File: config.mk
export PLATFORM = sky130hd
export DESIGN_NAME = reg_altered_tracker
export DESIGN_NICKNAME = d
export VERILOG_FILES = /design/src/rtl/ralt_pkg.sv /design/src/rtl/ralt_stage.sv /design/src/rtl/ralt_accum.sv /design/src/rtl/ralt_capture.sv /design/src/rtl/reg_altered_tracker.sv
export SDC_FILE = /design/constraint.sdc
export NUM_CORES = 1
export LEC_CHECK = 0
export ABC_CLOCK_PERIOD_IN_PS = 2400
export CAP_MARGIN = 20
export CORE_MARGIN = 4
export CORE_UTILIZATION = 48
export DETAILED_ROUTE_END_ITERATION = 10
export PLACE_DENSITY = 0.85
export SETUP_SLACK_MARGIN = 0.2
export SLEW_MARGIN = 5
export SYNTH_ARGS = -nofsm -noshare
export SYNTH_HDL_FRONTEND = slang
export SYNTH_SLANG_ARGS = --single-unit
File: constraint.sdc
create_clock -name clk -period 2.4 [get_ports clk]
set_input_delay 0.6 -clock clk [delete_from_list [all_inputs] [get_ports clk]]
set_output_delay 0.6 -clock clk [all_outputs]
set_load 0.05 [all_outputs]
File: src/rtl/ralt_pkg.sv
package ralt_pkg;

  // True when any source in this cycle changes architectural state.
  function automatic logic alter_event(
    input logic mem,
    input logic freg,
    input logic sw,
    input logic cc,
    input logic cc_use,
    input logic commit
  );
    return mem | freg | sw | (cc & cc_use) | commit;
  endfunction

  // Next flag value: a trap clears it; a start restarts it from this cycle's event.
  function automatic logic next_flag(
    input logic cur,
    input logic ev,
    input logic start,
    input logic trp
  );
    if (trp)        return 1'b0;
    else if (start) return ev;
    else            return cur | ev;
  endfunction

endpackage

File: src/rtl/ralt_stage.sv
module ralt_stage #(
  parameter int PSW_W = 64,
  localparam int HALF = PSW_W / 2
) (
  input  logic             clk,
  input  logic             rst_n,
  input  logic             ld_first,
  input  logic [HALF-1:0]  first_word,
  input  logic             ld_second,
  input  logic [HALF-1:0]  second_word,
  input  logic             second_fault,
  input  logic             trap,
  output logic             commit,
  output logic [PSW_W-1:0] psw_next,
  output logic [PSW_W-1:0] psw_q
);
  logic [HALF-1:0] stage_q;
  logic            stage_v;

  assign commit   = ld_second & ~second_fault & stage_v;
  assign psw_next = commit ? {stage_q, second_word} : psw_q;

  always_ff @(posedge clk) begin
    if (!rst_n) begin
      stage_q <= '0;
      stage_v <= 1'b0;
      psw_q   <= '0;
    end else begin
      psw_q <= psw_next;
      if (trap) begin
        stage_v <= 1'b0;
      end else if (ld_first) begin
        stage_q <= first_word;
        stage_v <= 1'b1;
      end else if (ld_second || second_fault) begin
        stage_v <= 1'b0;
      end
    end
  end
endmodule

File: src/rtl/ralt_accum.sv
module ralt_accum
  import ralt_pkg::*;
(
  input  logic clk,
  input  logic rst_n,
  input  logic instr_start,
  input  logic mem_wr,
  input  logic freg_wr,
  input  logic sw_wr,
  input  logic cc_wr,
  input  logic cc_used,
  input  logic commit,
  input  logic trap,
  output logic any_event,
  output logic flag_q
);
  assign any_event = alter_event(mem_wr, freg_wr, sw_wr, cc_wr, cc_used, commit);

  always_ff @(posedge clk) begin
    if (!rst_n) flag_q <= 1'b0;
    else        flag_q <= next_flag(flag_q, any_event, instr_start, trap);
  end
endmodule

File: src/rtl/ralt_capture.sv
module ralt_capture #(
  parameter int PSW_W   = 64,
  parameter int ALT_BIT = 60
) (
  input  logic             clk,
  input  logic             rst_n,
  input  logic             trap,
  input  logic [PSW_W-1:0] psw_next,
  input  logic             alt_bit,
  output logic [PSW_W-1:0] saved_q
);
  logic [PSW_W-1:0] image;

  always_comb begin
    image          = psw_next;
    image[ALT_BIT] = alt_bit;
  end

  always_ff @(posedge clk) begin
    if (!rst_n)    saved_q <= '0;
    else if (trap) saved_q <= image;
  end
endmodule

File: src/rtl/reg_altered_tracker.sv
module reg_altered_tracker #(
  parameter int PSW_W   = 64,
  parameter int ALT_BIT = 60,
  localparam int HALF   = PSW_W / 2
) (
  input  logic             clk,
  input  logic             rst_n,
  input  logic             instr_start,
  input  logic             mem_wr,
  input  logic             freg_wr,
  input  logic             sw_wr,
  input  logic             cc_wr,
  input  logic             cc_used,
  input  logic             psw_ld_first,
  input  logic [HALF-1:0]  psw_first_word,
  input  logic             psw_ld_second,
  input  logic [HALF-1:0]  psw_second_word,
  input  logic             psw_second_fault,
  input  logic             trap,
  output logic             altered,
  output logic [PSW_W-1:0] psw_out,
  output logic [PSW_W-1:0] saved_psw
);
  logic             commit;
  logic             any_event;
  logic [PSW_W-1:0] psw_next;

  ralt_stage #(.PSW_W(PSW_W)) u_stage (
    .clk, .rst_n,
    .ld_first(psw_ld_first), .first_word(psw_first_word),
    .ld_second(psw_ld_second), .second_word(psw_second_word),
    .second_fault(psw_second_fault), .trap,
    .commit, .psw_next, .psw_q(psw_out)
  );

  ralt_accum u_accum (
    .clk, .rst_n, .instr_start, .mem_wr, .freg_wr, .sw_wr,
    .cc_wr, .cc_used, .commit, .trap, .any_event, .flag_q(altered)
  );

  ralt_capture #(.PSW_W(PSW_W), .ALT_BIT(ALT_BIT)) u_capture (
    .clk, .rst_n, .trap, .psw_next,
    .alt_bit(altered | any_event), .saved_q(saved_psw)
  );
endmodule

==> results of run 1 <==
-- power groups by stage --
stage                     registers [mW]  clock network, mW  logic (mW)
final                               2.83               2.67       0.717
after global routing                2.83               2.84       0.763
after CTS                           2.83               2.73       0.723
after detailed placement            2.88                  0       0.731
after global placement              2.88                  0       0.719
after floorplan                     3.10                  0       0.211
-- state kept, by name (all words and copies together), names as in the netlist --
signal	count
u_capture.saved_q	64
u_accum.flag_q	1
u_stage.stage_q	32
u_stage.stage_v	1
u_stage.psw_q	64
-- worst reg2reg max path: stages (launching register included) --
cell and delay [ns]:
dfxtp_1 0.34, and3b_2 0.22, buf_12 0.24, mux2i_1 0.33, a21oi_1 0.11
-- stage by stage --
step / cell area, µm² / std cells / hold WS [ns]
floorplan: 5790 / 574 / 0.434
global placement: 7840 / 883 / 0.440
detailed placement: 7840 / 883 / 0.447
CTS: 8380 / 914 / 0.455
global route: 8520 / 914 / 0.482
finish: 8520 / 914 / 0.453
-- per-layer routing --
metal / global-route usage / routed length [µm]
met2: 0.368 / 7180
met5: 0 / 0
met4: 0.0960 / 336
met1: 0.236 / 6280
met3: 0.104 / 1530
-- worst paths after layout --
path / startpoint / to / slack (ns) / depth (start not counted)
min: u_stage.stage_q[18] / u_stage.stage_q[18] / 0.45 / 2
max reg2reg: u_stage.stage_v / u_capture.saved_q[2] / 1.03 / 4
max: u_stage.psw_q[39] / psw_out[39] / 0.24 / 1
min reg2reg: u_stage.stage_q[18] / u_stage.stage_q[18] / 0.45 / 2
-- kinds of logic after synthesis --
| family | count (synthesis) |
|---|---|
| AOI/OAI and AO/OA | 162 |
| buffers and inverters | 47 |
| muxes | 63 |
| DFF | 162 |
| and+or+nand+nor | 140 |
-- cell type report --
| type | count | area [µm²] | area share |
|---|---|---|---|
| Tap cell | 143 | 179 | 0.0210 |
| Clock inverter | 4 | 70.1 | 0.00822 |
| Multi-Input combinational cell | 365 | 2250 | 0.264 |
| Timing Repair Buffer | 213 | 2260 | 0.265 |
| Sequential cell | 162 | 3240 | 0.380 |
| Clock buffer | 27 | 523 | 0.0614 |
-- timing repair --
item	CTS	global route
gates cloned	0	0
resized for setup	44	59
setup endpoints to repair	44	59
buffers inserted	0	0
-- cell usage in the layout (no fill, tap or decap), drive strengths merged --
master / Yosys / layout
dfxtp: 162 / 162
clkdlybuf4s50: 0 / 99
nand2: 66 / 66
nor2b: 65 / 65
o21ai: 64 / 64
a21oi: 64 / 64
mux2i: 63 / 63
dlymetal6s2s: 0 / 59
dlygate4sd2: 0 / 44
a21boi: 33 / 33
clkbuf: 27 / 27
buf: 20 / 11
nor3b: 3 / 3
nor3: 2 / 2
clkinv: 0 / 2
bufinv: 0 / 2
nand2b: 1 / 1
nand3b: 1 / 1
and3b: 1 / 1
a2111o: 1 / 1
nor2: 1 / 1
==> run summary, run 1 <==
Status -> complete, no violations
Synth top cells by count -> dfxtp_1, nand2_1, nor2b_1, a21oi_1, o21ai_0
Final-layout fill cell count -> 812
Top cells by area, synth -> dfxtp_1, mux2i_1, nor2b_1
Layout cells sized above 1 -> 0.0532
Clock Latency Late Sink -> 0.42 ns
Total grt overflow -> 0
Synth cell types -> 20
Crit-path slowest cell -> clkdlybuf4s50_1
Synth Flop Type -> dfxtp_1
Clock slew at reported path FFs -> 0.06 ns
Part of the cycle the worst path needs -> 0.900
Logic pwr share -> 0.115
Endpoint class of the critical path -> output port
Worst path cell trace -> clkdlybuf4s50_1
Worst VDD drop -> 0.579 mV
Most frequent cell after synthesis -> dfxtp_1
Post-synthesis sequential area ratio -> 0.560
DR pass1 iterations -> 4
Number of global-route vias before repair -> 4,972
Max clock buf depth -> 2
Synth async-reset ratio -> 0
Initial Util -> 0.499
Hpwl dp -> 10.4 mm
Chip width -> 118 µm
PortBufs -> 204
Setup violators final -> 0
Compound-Gate Fraction of Synth Area -> 0.155
Pwr Total -> 6.22 mW
Seq cells post-synth -> 162
Worst Setup Start Kind -> flip-flop
Max_cap viols -> 0
Max Clock Freq -> 463 MHz
Post-synthesis simple-gate area fraction -> 0.124
Unrepaired setup endpoints after global routing -> false
Seq pwr share -> 0.455
Clock skew -> 0.00426 ns
Post-synthesis net count -> 650
Clock power share -> 0.430
First-pass GRT wire length -> 24.8 mm
Yosys top cell area share -> 0.560
Static Leakage -> 4.39 nW
Setup WS pre-CTS -> 0.223 ns
Total clock sinks -> 162
Post-synthesis xor/xnor area fraction -> 0
Largest net degree at the start of global routing -> 163
Max stage delay on crit path -> 0.81 ns
Largest family of logic cells by synthesized area -> compound AO/OA/AOI/OAI gates
Worst-margin pin slew -> 0.554 ns
Post-synth top area cell -> dfxtp_1
Setup TNS -> 0 ns
Vias -> 4,737
Area Growth Syn to Fin -> 47.1%
Initial antenna violation count -> 0
Min Tclk post-route -> 2.16 ns
Number of warning messages in the yosys log -> 0
Crit Path Category -> reg -> out
DRC viols -> 0
Antenna viol nets, final -> 0
Synth Instances -> 574
Switch share -> 0.234
Routability cong. -> 0.761
PD cells -> 729 nW/µm²
Core area -> 11,600 µm²
Routed len/inst -> 16.8 µm
Number of flops mapped to enable cells by yosys -> 0
FP Rows -> 39
DIE AREA -> 13,900 µm²
Adder-cell share of the synthesized area -> 0
Die Y -> 118 µm
H-tree Lvls -> 4
Vias per Instance -> 5.18
TritonCTS clock tree -> yes
Top delay family on crit path -> buffers and inverters
Fin worst setup slack -> 0.239 ns
Post-Syn Area per Cell -> 10.1 µm²
Relative slew slack -> 0.630
Overall Global Routing Usage -> 0.219
Mapped Area -> 5790 µm²
CTS Root Cell -> clkbuf_16
Num CTS Buffers -> 17
WP data arrival -> 1.56 ns
Hold-fix buffer count after cts -> 0
# IOs -> 205
Post-layout util -> 0.734
Crit path max fanout -> 2
Int Power -> 4.76 mW
Routed WL -> 15.3 mm
Multiplexer area fraction after synthesis -> 0.109
Bufs and invs on worst path -> 1
Final Hold Fails -> 0
Layout Nets -> 835
Switching pwr -> 1.45 mW
Max-slew violation count -> 0
N_diodes -> 0
Hold Crit Class -> reg -> reg
WP data required -> 1.80 ns
1st-iter DRT viols -> 220
Note: power is estimated with default switching activity, not from simulation.
==> inputs of run 2 (changes only) <==
--- a/config.mk
+++ b/config.mk
@@ -11,6 +11,7 @@
 export CORE_UTILIZATION = 48
 export DETAILED_ROUTE_END_ITERATION = 10
 export PLACE_DENSITY = 0.85
+export RECOVER_POWER = 100
 export SETUP_SLACK_MARGIN = 0.2
 export SLEW_MARGIN = 5
 export SYNTH_ARGS = -nofsm -noshare
==> run 2 against run 1 <==
Compared with the run above: via count increased by 0.38%; final area down 6.5%; sequential share of layout area rose by 2.7 points; global-route usage unchanged; core utilization down 4.8 points; flip-flop and latch count unchanged; hold slack barely moved; largest cell class unchanged.
==> run summary, run 2 (same netlist as run 1, synthesis figures left out) <==
DR pass1 iterations -> 5 (was 4)
Setup TNS -> 0 ns (unchanged)
WP data required -> 1.80 ns (about the same)
Num CTS Buffers -> 17 (unchanged)
DRC viols -> 0 (unchanged)
FF-to-FF path depth -> 4 (unchanged)
Status -> complete, no violations (unchanged)
Final-layout fill cell count -> 924 (was 812)
Final Hold Fails -> 0 (unchanged)
Antenna viol nets, final -> 0 (unchanged)
H-tree Lvls -> 4 (unchanged)
Unrepaired setup endpoints after global routing -> false (unchanged)
Routability cong. -> 0.761 (unchanged)
Max stage delay on crit path -> 0.88 ns (was 0.81 ns)
Initial antenna violation count -> 0 (unchanged)
Layout cells sized above 1 -> 0.0532 (unchanged)
Endpoint class of the critical path -> output port (unchanged)
Initial Util -> 0.499 (unchanged)
TritonCTS clock tree -> yes (unchanged)
Total grt overflow -> 0 (unchanged)
Routed WL -> 15.2 mm (was 15.3 mm)
Crit Path Category -> reg -> out (unchanged)
Routed len/inst -> 16.7 µm (was 16.8 µm)
DIE AREA -> 13,900 µm² (unchanged)
Max-slew violation count -> 0 (unchanged)
Vias -> 4,755 (was 4,737)
Hpwl dp -> 10.4 mm (unchanged)
Vias per Instance -> 5.20 (was 5.18)
Worst Setup Start Kind -> flip-flop (unchanged)
PortBufs -> 204 (unchanged)
Chip width -> 118 µm (unchanged)
PD cells -> 774 nW/µm² (was 729 nW/µm²)
Sequential Area -> 3240 µm² (unchanged)
Min-delay src -> u_stage.stage_q[18] (unchanged)
Hold path cells -> 2 (unchanged)
Overall Global Routing Usage -> 0.219 (unchanged)
Total clock sinks -> 162 (unchanged)
Post-CTS setup buffers -> 0 (unchanged)
Crit-path slowest cell -> dlygate4sd3_1 (was clkdlybuf4s50_1)
Leading cell types in the layout, fill and taps excluded -> dfxtp_1, clkdlybuf4s50_1, nand2_1 (unchanged)
Commonest non-fill, non-tap cell in the layout -> dfxtp_1 (unchanged)
Setup WS pre-CTS -> 0.223 ns (unchanged)
# IOs -> 205 (unchanged)
Worst VDD drop -> 0.578 mV (was 0.579 mV)
First-pass GRT wire length -> 24.8 mm (unchanged)
Fin worst setup slack -> 0.172 ns (was 0.239 ns)
Multi-input logic area -> 2250 µm² (unchanged)
Crit path max fanout -> 2 (unchanged)
Worst-margin pin slew -> 0.692 ns (was 0.554 ns)
Core area -> 11,600 µm² (unchanged)
Top delay family on crit path -> buffers and inverters (unchanged)
Die Y -> 118 µm (unchanged)
Area Growth Syn to Fin -> 37.5% (was 47.1%)
Largest registers -> u_capture.saved_q: 64 flops, u_stage.psw_q: 64 flops, u_stage.stage_q: 32 flops (unchanged)
Worst flop-to-flop path endpoint -> u_capture.saved_q[16] (was u_capture.saved_q[2])
Largest net degree at the start of global routing -> 163 (unchanged)
Min Tclk post-route -> 2.23 ns (was 2.16 ns)
Bufs and invs on worst path -> 1 (unchanged)
Reg2reg start -> u_stage.stage_v (unchanged)
Relative slew slack -> 0.539 (was 0.630)
Max_cap viols -> 0 (unchanged)
Hold_ws -> 0.453 ns (about the same)
Static Leakage -> 3.29 nW (was 4.39 nW)
WP data arrival -> 1.63 ns (was 1.56 ns)
Clock slew at reported path FFs -> 0.06 ns (about the same)
Number of global-route vias before repair -> 4,972 (unchanged)
CTS Root Cell -> clkbuf_16 (unchanged)
Clock Latency Late Sink -> 0.41 ns (was 0.42 ns)
Layout Nets -> 835 (unchanged)
Setup violators final -> 0 (unchanged)
Worst reg2reg setup slack -> 0.71 ns (was 1.03 ns)
FP Rows -> 39 (unchanged)
Clock skew -> 0.00499 ns (was 0.00426 ns)
N_diodes -> 0 (unchanged)
Hold Crit Class -> reg -> reg (unchanged)
Worst path cell trace -> dlygate4sd3_1 (was clkdlybuf4s50_1)
Max clock buf depth -> 2 (unchanged)
1st-iter DRT viols -> 215 (was 220)
Max Clock Freq -> 449 MHz (was 463 MHz)
Sink of the worst hold path -> u_stage.stage_q[18] (unchanged)
Part of the cycle the worst path needs -> 0.928 (was 0.900)
run 2: cell count changes in the layout (fill, tap and decap cells not counted), sizes merged:
cell / before / now
buf: 11 / 8
clkbuf: 27 / 89
clkdlybuf4s50: 99 / 71
dlygate4sd3: 0 / 28
dlymetal6s2s: 59 / 0
run 2: repair_timing:
action / 4_1_cts / 5_1_grt
setup endpoints to repair: 44 / 59
hold endpoints to repair: 0 / 0
resized for setup: 44 / 59
hold buffers: 0 / 0
run 2: how the worst max path moves through the flow:
stage                     slack [ns]                  start  depth (start not counted)                    end
after global placement          0.34          psw_ld_second                          5   u_capture.saved_q[6]
after global routing            0.13  u_capture.saved_q[53]                          1          saved_psw[53]
final                           0.17      u_stage.psw_q[39]                          1            psw_out[39]
after CTS                       0.20  u_capture.saved_q[34]                          1          saved_psw[34]
after floorplan                 0.88       psw_second_fault                          5  u_capture.saved_q[10]
after detailed placement        0.22          psw_ld_second                          5   u_capture.saved_q[2]
run 2: power by group:
part	switching (mW)	total (mW)	internal (mW)
combinational	0.422	0.668	0.246
sequential	0.0456	2.83	2.78
clock	0.983	2.67	1.69
run 2: per-stage QoR:
step / total power, mW / util / area (µm²) / instances
floorplan: 3.31 / - / 5790 / 574
global placement: 3.60 / 0.675 / 7840 / 883
detailed placement: 3.61 / 0.675 / 7840 / 883
CTS: 6.28 / 0.721 / 8380 / 914
global route: 6.39 / 0.686 / 7970 / 914
finish: 6.17 / 0.686 / 7970 / 914
run 2: cell type report:
class / count / area share
timing repair buffer: 213 / 0.214
sequential: 162 / 0.407
multi-input combinational: 365 / 0.282
clock buffer: 27 / 0.0656
tap: 143 / 0.0225
clock inverter: 4 / 0.00879
run 2: per-layer routing:
metal | share of wire | vias to the layer above | routed length, µm | track usage
met1 | 0.41 | 2218 | 6200 | 0.236
met4 | 0.024 | 0 | 363 | 0.0960
met5 | 0 | - | 0 | 0
met2 | 0.47 | 187 | 7170 | 0.368
li1 | - | 2318 | - | -
met3 | 0.099 | 32 | 1500 | 0.104
==> inputs of run 3 (changes only) <==
--- a/config.mk
+++ b/config.mk
@@ -10,6 +10,8 @@
 export CORE_MARGIN = 4
 export CORE_UTILIZATION = 48
 export DETAILED_ROUTE_END_ITERATION = 10
+export GPL_TIMING_DRIVEN = 0
+export HOLD_SLACK_MARGIN = 0.12
 export PLACE_DENSITY = 0.85
 export RECOVER_POWER = 100
 export SETUP_SLACK_MARGIN = 0.2
==> run 3 against run 2 <==
Compared with the run above: sequential share of layout area shrank 0.089 points; hold slack improved by 0.0020 ns; power rose by 0.35%; via count up 4.1%; highest routed layer unchanged.
==> run summary, run 3 (same netlist as run 1, synthesis figures left out) <==
Hpwl dp -> 12.8 mm (was 10.4 mm)
Total grt overflow -> 0 (unchanged)
Max Clock Freq -> 449 MHz (about the same)
Clock Latency Late Sink -> 0.42 ns (was 0.41 ns)
DIE AREA -> 13,900 µm² (unchanged)
Routability cong. -> 0.815 (was 0.761)
# IOs -> 205 (unchanged)
Initial Util -> 0.499 (unchanged)
Endpoint class of the critical path -> output port (unchanged)
Leading cell types in the layout, fill and taps excluded -> dfxtp_1, clkbuf_1, clkdlybuf4s50_1 (was dfxtp_1, clkdlybuf4s50_1, nand2_1)
PD cells -> 775 nW/µm² (was 774 nW/µm²)
Num CTS Buffers -> 17 (unchanged)
Core area -> 11,600 µm² (unchanged)
Min Tclk post-route -> 2.23 ns (about the same)
WP data arrival -> 1.63 ns (about the same)
Chip width -> 118 µm (unchanged)
Crit path max fanout -> 2 (unchanged)
Clock skew -> 0.00637 ns (was 0.00499 ns)
Setup violators final -> 0 (unchanged)
Layout Nets -> 871 (was 835)
Crit-path slowest cell -> dlygate4sd3_1 (unchanged)
Top delay family on crit path -> buffers and inverters (unchanged)
Setup TNS -> 0 ns (unchanged)
Max_cap viols -> 0 (unchanged)
Vias per Instance -> 5.22 (was 5.20)
Overall Global Routing Usage -> 0.248 (was 0.219)
Max-slew violation count -> 0 (unchanged)
H-tree Lvls -> 4 (unchanged)
WP data required -> 1.80 ns (about the same)
Die Y -> 118 µm (unchanged)
Clock slew at reported path FFs -> 0.06 ns (about the same)
Antenna viol nets, final -> 0 (unchanged)
First-pass GRT wire length -> 27.5 mm (was 24.8 mm)
Initial antenna violation count -> 0 (unchanged)
Layout cells sized above 1 -> 0.0533 (was 0.0532)
Routed len/inst -> 18.4 µm (was 16.7 µm)
FP Rows -> 39 (unchanged)
Vias -> 4,951 (was 4,755)
DR pass1 iterations -> 4 (was 5)
Part of the cycle the worst path needs -> 0.927 (was 0.928)
Relative slew slack -> 0.560 (was 0.539)
Crit Path Category -> reg -> out (unchanged)
Status -> complete, no violations (unchanged)
1st-iter DRT viols -> 293 (was 215)
Largest registers -> u_capture.saved_q: 64 flops, u_stage.psw_q: 64 flops, u_stage.stage_q: 32 flops (unchanged)
Routed WL -> 17.5 mm (was 15.2 mm)
Worst Setup Start Kind -> flip-flop (unchanged)
Commonest non-fill, non-tap cell in the layout -> dfxtp_1 (unchanged)
Total clock sinks -> 162 (unchanged)
Post-CTS setup buffers -> 0 (unchanged)
Hold Crit Class -> reg -> reg (unchanged)
DRC viols -> 0 (unchanged)
Pwr Total -> 6.19 mW (was 6.17 mW)
Max stage delay on crit path -> 0.88 ns (about the same)
Max clock buf depth -> 2 (unchanged)
Worst path cell trace -> dlygate4sd3_1 (unchanged)
Largest net degree at the start of global routing -> 17 (was 163)
Hold-fix buffer count after cts -> 0 (unchanged)
Final Hold Fails -> 0 (unchanged)
Bufs and invs on worst path -> 1 (unchanged)
N_diodes -> 0 (unchanged)
PortBufs -> 202 (was 204)
Area Growth Syn to Fin -> 37.8% (was 37.5%)
Static Leakage -> 3.19 nW (was 3.29 nW)
Worst VDD drop -> 0.461 mV (was 0.578 mV)
Worst-margin pin slew -> 0.662 ns (was 0.692 ns)
Number of global-route vias before repair -> 5,331 (was 4,972)
Unrepaired setup endpoints after global routing -> false (unchanged)
CTS Root Cell -> clkbuf_16 (unchanged)
TritonCTS clock tree -> yes (unchanged)
run 3: changes by cell type in the layout (fill, tap and decap cells not counted), moves of 2 or more:
cell and delta:
clkbuf_4 -2, buf_4 -4, dlygate4sd2_1 -15, buf_2 +3, dlygate4sd3_1 -10, buf_6 +5
clkbuf_1 +56
run 3: area by class of cell:
cell class              count  area [µm²]
fillers                   944        3630
flip-flops and latches    162        3240
multi-input cells         365        2250
repair buffers            202        1460
clock buffers              25         505
plain buffers              47         277
well taps                 143         179
clock inverters             5        75.1
run 3: metrics by stage:
stage | setup WS (ns) | instances | util | hold slack [ns] | instance area (µm²)
2_1_floorplan | 0.880 | 574 | - | 0.434 | 5790
3_3_place_gp | 0.206 | 919 | 0.688 | 0.440 | 8000
3_5_place_dp | 0.186 | 919 | 0.688 | 0.446 | 8000
4_1_cts | 0.201 | 949 | 0.735 | 0.454 | 8540
5_1_grt | 0.134 | 949 | 0.688 | 0.471 | 7990
6_report | 0.174 | 949 | 0.688 | 0.455 | 7990
run 3: timing repair:
item                                    4_1_cts  5_1_grt
resized for setup                            29       84
endpoints found under the setup margin       29       84
gates cloned                                  0        0
run 3: final timing paths:
path	start	to	slack, ns	depth (start not counted)
min	u_stage.stage_q[9]	u_stage.stage_q[9]	0.45	2
max reg2reg	u_stage.stage_v	u_capture.saved_q[50]	0.75	5
max	u_capture.saved_q[19]	saved_psw[19]	0.17	1
min reg2reg	u_stage.stage_q[9]	u_stage.stage_q[9]	0.45	2
run 3: report_power, final:
group,internal (mW),switching [mW]
Sequential,2.78,0.0476
Clock,1.65,1.01
Combinational,0.247,0.447
Total,4.68,1.51
run 3: layer usage:
metal / vias up / global-route usage / part of all wire
met2: 193 / 0.419 / 0.49
met3: 30 / 0.120 / 0.10
met5: - / 0 / 0
li1: 2389 / - / -
met1: 2339 / 0.265 / 0.39
met4: 0 / 0.101 / 0.020
